<file path="config.mk">
export PLATFORM = sky130hd
export DESIGN_NAME = vloop_dualband_pi
export DESIGN_NICKNAME = d
export VERILOG_FILES = /design/src/rtl/vloop_pkg.sv /design/src/rtl/vloop_err_front.sv /design/src/rtl/vloop_th_tracker.sv /design/src/rtl/vloop_band_fsm.sv /design/src/rtl/vloop_pi_core.sv /design/src/rtl/vloop_dualband_pi.sv
export SDC_FILE = /design/constraint.sdc
export NUM_CORES = 1
export LEC_CHECK = 0
export ABC_CLOCK_PERIOD_IN_PS = 17250
export BUFFER_PORTS_ARGS = -buffer_cell sky130_fd_sc_hd__buf_2
export CORE_MARGIN = 3
export CORE_UTILIZATION = 60
export CTS_CLUSTER_DIAMETER = 60
export CTS_CLUSTER_SIZE = 40
export DETAILED_ROUTE_END_ITERATION = 12
export HOLD_SLACK_MARGIN = 0.06
export PLACE_DENSITY = 0.79
export SETUP_SLACK_MARGIN = 0.5
export SYNTH_ARGS = -nofsm -noshare
export SYNTH_HDL_FRONTEND = slang
export SYNTH_SLANG_ARGS = --single-unit
</file>
<file path="constraint.sdc">
create_clock -name clk -period 17.25 [get_ports clk]
set_clock_uncertainty 0.2 [all_clocks]
set_input_delay 1.725 -clock clk [delete_from_list [all_inputs] [get_ports clk]]
set_output_delay 1.725 -clock clk [all_outputs]
set_load 0.02 [all_outputs]
</file>
<file path="src/rtl/vloop_pkg.sv">
package vloop_pkg;

    typedef enum logic {
        BAND_SLOW = 1'b0,
        BAND_FAST = 1'b1
    } band_e;

    typedef enum logic {
        TH_PRIME = 1'b0,
        TH_TRACK = 1'b1
    } thr_e;

endpackage

</file>
<file path="src/rtl/vloop_err_front.sv">
module vloop_err_front #(
    parameter int CODE_W = 8
) (
    input  logic [CODE_W-1:0]      vcode,
    input  logic [CODE_W-1:0]      vref,
    output logic signed [CODE_W:0] err,
    output logic [CODE_W-1:0]      mag
);

    logic signed [CODE_W:0] ref_s;
    logic signed [CODE_W:0] code_s;
    logic signed [CODE_W:0] neg;

    always_comb begin
        ref_s  = $signed({1'b0, vref});
        code_s = $signed({1'b0, vcode});
        err    = ref_s - code_s;
        neg    = -err;
        if (err[CODE_W]) begin
            mag = neg[CODE_W-1:0];
        end else begin
            mag = err[CODE_W-1:0];
        end
    end

endmodule

</file>
<file path="src/rtl/vloop_th_tracker.sv">
module vloop_th_tracker
    import vloop_pkg::*;
#(
    parameter int CODE_W = 8,
    parameter int LOG2N  = 3,
    parameter int MARGIN = 2
) (
    input  logic              clk,
    input  logic              rst_n,
    input  logic              sample_en,
    input  logic [CODE_W-1:0] mag,
    input  logic [CODE_W-1:0] th_init,
    output logic [CODE_W-1:0] th_live
);

    localparam int SUM_W = CODE_W + LOG2N;
    localparam logic [LOG2N-1:0] CNT_LAST = {LOG2N{1'b1}};
    localparam logic [CODE_W:0] MARGIN_V = (CODE_W+1)'(MARGIN);
    localparam logic [CODE_W:0] TH_CAP = {1'b0, {CODE_W{1'b1}}};

    thr_e state_q;
    thr_e state_d;

    logic [LOG2N-1:0]  cnt_q;
    logic [SUM_W-1:0]  acc_q;
    logic [CODE_W-1:0] th_q;
    logic [SUM_W-1:0]  sum_full;
    logic [SUM_W-1:0]  sum_shift;
    logic [CODE_W:0]   th_raw;
    logic [CODE_W-1:0] th_new;
    logic              block_end;

    always_comb begin
        block_end = sample_en && (cnt_q == CNT_LAST);
        sum_full  = acc_q + SUM_W'(mag);
        sum_shift = sum_full >> LOG2N;
        th_raw    = {1'b0, sum_shift[CODE_W-1:0]} + MARGIN_V;
        if (th_raw > TH_CAP) begin
            th_new = TH_CAP[CODE_W-1:0];
        end else begin
            th_new = th_raw[CODE_W-1:0];
        end
    end

    always_comb begin
        state_d = state_q;
        unique case (state_q)
            TH_PRIME: if (block_end) state_d = TH_TRACK;
            TH_TRACK: state_d = TH_TRACK;
            default:  state_d = TH_PRIME;
        endcase
    end

    always_ff @(posedge clk or negedge rst_n) begin
        if (!rst_n) begin
            state_q <= TH_PRIME;
        end else begin
            state_q <= state_d;
        end
    end

    always_ff @(posedge clk or negedge rst_n) begin
        if (!rst_n) begin
            cnt_q <= '0;
            acc_q <= '0;
            th_q  <= '0;
        end else if (sample_en) begin
            cnt_q <= cnt_q + 1'b1;
            if (block_end) begin
                acc_q <= '0;
                th_q  <= th_new;
            end else begin
                acc_q <= sum_full;
            end
        end
    end

    always_comb begin
        unique case (state_q)
            TH_PRIME: th_live = th_init;
            TH_TRACK: th_live = th_q;
            default:  th_live = th_init;
        endcase
    end

endmodule

</file>
<file path="src/rtl/vloop_band_fsm.sv">
module vloop_band_fsm
    import vloop_pkg::*;
(
    input  logic clk,
    input  logic rst_n,
    input  logic sample_en,
    input  logic exceed,
    output logic fast_mode
);

    band_e state_q;
    band_e state_d;

    always_comb begin
        state_d = state_q;
        unique case (state_q)
            BAND_SLOW: if (sample_en && exceed)  state_d = BAND_FAST;
            BAND_FAST: if (sample_en && !exceed) state_d = BAND_SLOW;
            default:   state_d = BAND_SLOW;
        endcase
    end

    always_ff @(posedge clk or negedge rst_n) begin
        if (!rst_n) begin
            state_q <= BAND_SLOW;
        end else begin
            state_q <= state_d;
        end
    end

    always_comb begin
        unique case (state_q)
            BAND_SLOW: fast_mode = 1'b0;
            BAND_FAST: fast_mode = 1'b1;
            default:   fast_mode = 1'b0;
        endcase
    end

endmodule

</file>
<file path="src/rtl/vloop_pi_core.sv">
module vloop_pi_core #(
    parameter int CODE_W = 8,
    parameter int COEF_W = 8,
    parameter int K_FRAC = 4,
    parameter int A_FRAC = 7,
    parameter int U_W    = 16
) (
    input  logic                    clk,
    input  logic                    rst_n,
    input  logic                    sample_en,
    input  logic signed [CODE_W:0]  err,
    input  logic [COEF_W-1:0]       k_sel,
    input  logic [COEF_W-1:0]       a_sel,
    output logic signed [U_W-1:0]   u
);

    localparam int W = U_W + 2*COEF_W + CODE_W + 4;
    localparam logic signed [W-1:0] UMAX = W'((64'sd1 <<< (U_W-1)) - 64'sd1);
    localparam logic signed [W-1:0] UMIN = -UMAX - W'(1);

    logic signed [CODE_W:0] ep_q;
    logic signed [U_W-1:0]  u_q;
    logic signed [W-1:0]    e_w, ep_w, u_w, k_w, a_w;
    logic signed [W-1:0]    ae, diff, inc, sum, u_nx;

    always_comb begin
        e_w  = {{(W-CODE_W-1){err[CODE_W]}}, err};
        ep_w = {{(W-CODE_W-1){ep_q[CODE_W]}}, ep_q};
        u_w  = {{(W-U_W){u_q[U_W-1]}}, u_q};
        k_w  = {{(W-COEF_W){1'b0}}, k_sel};
        a_w  = {{(W-COEF_W){1'b0}}, a_sel};
        ae   = (a_w * ep_w) >>> A_FRAC;
        diff = e_w - ae;
        inc  = (k_w * diff) >>> K_FRAC;
        sum  = u_w + inc;
        if (sum > UMAX) begin
            u_nx = UMAX;
        end else if (sum < UMIN) begin
            u_nx = UMIN;
        end else begin
            u_nx = sum;
        end
    end

    always_ff @(posedge clk or negedge rst_n) begin
        if (!rst_n) begin
            u_q  <= '0;
            ep_q <= '0;
        end else if (sample_en) begin
            u_q  <= u_nx[U_W-1:0];
            ep_q <= err;
        end
    end

    assign u = u_q;

endmodule

</file>
<file path="src/rtl/vloop_dualband_pi.sv">
module vloop_dualband_pi #(
    parameter int CODE_W = 8,
    parameter int COEF_W = 8,
    parameter int K_FRAC = 4,
    parameter int A_FRAC = 7,
    parameter int U_W    = 16,
    parameter int LOG2N  = 3,
    parameter int MARGIN = 2
) (
    input  logic                  clk,
    input  logic                  rst_n,
    input  logic                  sample_en,
    input  logic [CODE_W-1:0]     vcode,
    input  logic [CODE_W-1:0]     vref,
    input  logic [COEF_W-1:0]     k_slow,
    input  logic [COEF_W-1:0]     a_slow,
    input  logic [COEF_W-1:0]     k_fast,
    input  logic [COEF_W-1:0]     a_fast,
    input  logic [CODE_W-1:0]     th_init,
    output logic signed [U_W-1:0] u_out,
    output logic                  fast_mode
);

    logic signed [CODE_W:0] err;
    logic [CODE_W-1:0]      err_mag;
    logic [CODE_W-1:0]      th_live;
    logic                   exceed;
    logic [COEF_W-1:0]      k_sel;
    logic [COEF_W-1:0]      a_sel;

    vloop_err_front #(.CODE_W(CODE_W)) u_front (
        .vcode (vcode),
        .vref  (vref),
        .err   (err),
        .mag   (err_mag)
    );

    vloop_th_tracker #(
        .CODE_W (CODE_W),
        .LOG2N  (LOG2N),
        .MARGIN (MARGIN)
    ) u_thr (
        .clk       (clk),
        .rst_n     (rst_n),
        .sample_en (sample_en),
        .mag       (err_mag),
        .th_init   (th_init),
        .th_live   (th_live)
    );

    always_comb begin
        exceed = err_mag > th_live;
        if (exceed) begin
            k_sel = k_fast;
            a_sel = a_fast;
        end else begin
            k_sel = k_slow;
            a_sel = a_slow;
        end
    end

    vloop_band_fsm u_band (
        .clk       (clk),
        .rst_n     (rst_n),
        .sample_en (sample_en),
        .exceed    (exceed),
        .fast_mode (fast_mode)
    );

    vloop_pi_core #(
        .CODE_W (CODE_W),
        .COEF_W (COEF_W),
        .K_FRAC (K_FRAC),
        .A_FRAC (A_FRAC),
        .U_W    (U_W)
    ) u_pi (
        .clk       (clk),
        .rst_n     (rst_n),
        .sample_en (sample_en),
        .err       (err),
        .k_sel     (k_sel),
        .a_sel     (a_sel),
        .u         (u_out)
    );

endmodule

</file>
==> metrics <==
Port Buffers=75; most used cells in the layout excluding fill and tap cells=inv_1 (180), ha_1 (134), fa_1 (118); GR Overflow Total=0; mux share of post-synthesis cell area=4.14%; syn_area_per_cell=8.97 um2; number of iterations in the first detailed-routing pass=7; data arrival time of the worst path=16.47 ns; fin cells=1520; FILL cells=1220; final RePlAce weighted congestion=0.883; GRT Resource Usage Total=25.0%; # hold bufs at CTS=0; share of post-route cells with drive strength above 1=22.5%; actual transition at the worst max-transition pin=1.12 ns; class of the most critical hold timing path=reg2reg; overall die width=139 um; final routed wirelength across all metal layers=25600 um; count of maximum capacitance violations=0; arithmetic-cell share of the synthesized area counting full adders, half adders and majority gates=40.6%; residual antenna-violating net count after detailed routing=0; cell with the largest stage delay on the worst path=fa_1; initial antenna violation count=0; Setup crit start kind=input port; biggest fanout along the worst timing path=7; Finished Core Util=73.3%; area share of the largest cell type after synthesis=23.2%; Vias/cell=5.75; parity-gate share of the synthesized area counting xor and xnor cells=6.91%; leading post-synthesis cells by cell area=fa_1 (23%), ha_1 (17%), dfrtp_1 (12%); result of the run=complete, no violations; number of ports placed on the die boundary=76; maximum clock frequency=60.7 MHz; vias in the first global route=8769; row cnt=47; R2R Path Start=u_thr.state_q; total placed instance area=11300 um2; Post-Syn Instances=1182; critical path class=in2reg; DRC Markers=0; sequential-to-total area share from yosys stat=11.6%; TritonCTS clock tree=yes; Final Max Tran Viols=0; cell type contributing the most total cell area after synthesis=fa_1; dominant combinational cell family by area after synthesis=adder cells; die area=19300 um2; worst hold slack=0.284 ns; Final #Nets=1628; count of distinct cell types in the synthesized netlist=75; TritonCTS buffer count=5; most common library cell in the layout ignoring fill and taps=inv_1; number of enable flip-flop cells after synthesis=0; HPWL after detailed placement=19400 um; routed len/inst=16.9 um; final worst path period need=16.48 ns; timing startpoint of the critical path=vref[0]; clock-pin slew on the worst setup and hold paths=0.08 ns; total number of vias=8740; endpoint type of the worst setup path=flop; worst skew pair latency=0.30 ns; post-synthesis simple-gate area fraction=17.1%; slowest stage delay, CP=0.54 ns; Compound-Gate Fraction of Synth Area=12.3%; final setup fails=0; first-pass GRT wire length=41000 um; clock tree root buffer cell=clkbuf_16; Area Growth Syn to Fin=17.0%; number of DRC violations after detailed-routing iteration 0=579; setup repair after global routing missed its margin=no; Die Span Y=139 um; Antenna Cells=0; net count after synthesis=1511; post-route cell area=12400 um2; H-tree depth=2; standard cell core area=16900 um2; Synth Register Bits=49; placed cell count=1480; commonest register cell after synthesis=dfrtp_1; Max Root-Sink Buffers=2; maximum number of pins on one net before global-route repair=50; most repeated library cell on the critical path=fa_1; relative slew slack=23.4%; Period Utilization, post-route=95.5%; clock sink count=49; required time of the critical path=17.24 ns; YS warnings=0; Hold Violations, Final=0; Synth async-reset ratio=100%; Mapped Area=10600 um2; starting density of the core=62.6%
flip-flops by register name, indices dropped and copies added (netlist names), named ones only:
name and cells:
u_thr.acc_q 11, u_pi.ep_q 9, u_thr.cnt_q 3, u_pi.u 16, u_thr.th_q 8, u_thr.state_q 1
cell usage after synthesis, drive strengths merged, types with 23 or more instances:
cell    number
nor2       106
nor2b       34
inv        183
ha         147
nand2b      26
dfrtp       49
xor2        31
xnor2       51
a21oi       50
mux2        23
and2        33
nand2       76
o21ai       32
fa         123
worst max-delay path, delay by kind of cell:
| family | cells | cell delay (ns) |
|---|---|---|
| AO/OA/AOI/OAI | 19 | 3.10 |
| multiplexers | 2 | 0.63 |
| AND/OR/NAND/NOR | 20 | 3.19 |
| adder cells (fa/ha/maj) | 17 | 6.11 |
| buffers and inverters | 11 | 0.86 |
| XOR/XNOR | 4 | 0.86 |
cells by family (layout without fill, tap and decap cells):
group,Yosys count,count (layout)
fa+ha+maj,270,270
buf+inv,205,322
xor+xnor,82,83
mux,41,41
compound gates,179,179
simple gates,356,356
flops,49,49
through the flow:
stage	setup TNS [ns]	setup WS [ns]
floorplan	0	0.766
global placement	0	0.119
detailed placement	-3.07	-0.252
CTS	0	0.492
global route	0	0.0511
finish	0	0.771
layout make-up:
type | instances | area (um2) | share of cell area [%]
Timing Repair Buffer | 131 | 825 | 6.65
Tap cell | 220 | 275 | 2.22
Inverter | 183 | 687 | 5.54
Sequential cell | 49 | 1230 | 9.88
Multi-Input combinational cell | 929 | 9240 | 74.5
Clock buffer | 5 | 125 | 1.01
Clock inverter | 3 | 28.8 | 0.232
worst paths after layout:
| path | slack (ns) | depth (start not counted) | endpoint |
|---|---|---|---|
| setup / recovery | 0.77 | 73 | u_pi.u[11] |
| hold / removal | 0.28 | 2 | flop |
| setup reg to reg | 3.18 | 60 | u_pi.u[11] |
| hold reg to reg | 0.28 | 2 | flop |
| max in group asynchronous | 15.03 | 2 | u_pi.u[2] |
| min in group asynchronous | 1.34 | 2 | u_pi.ep_q[8] |
what timing repair did:
action | in CTS | in global routing
hold endpoints to repair | 0 | 0
setup endpoints to repair | 15 | 16
pin swaps | 5 | 76
cloned | 0 | 2
resized for setup | 16 | 117
setup buffers | 4 | 26
routing by layer:
metal	vias up	GRT usage, %	share of wire (%)
met1	4324	34.3	42
met2	240	43.1	52
met3	42	3.03	4.5
met5	-	0	0
li1	4134	-	-
met4	0	5.30	1.8
Power is left out: the tool's default activity adds up to more than one toggle a clock period on the data nets, which glitch-free logic cannot reach.
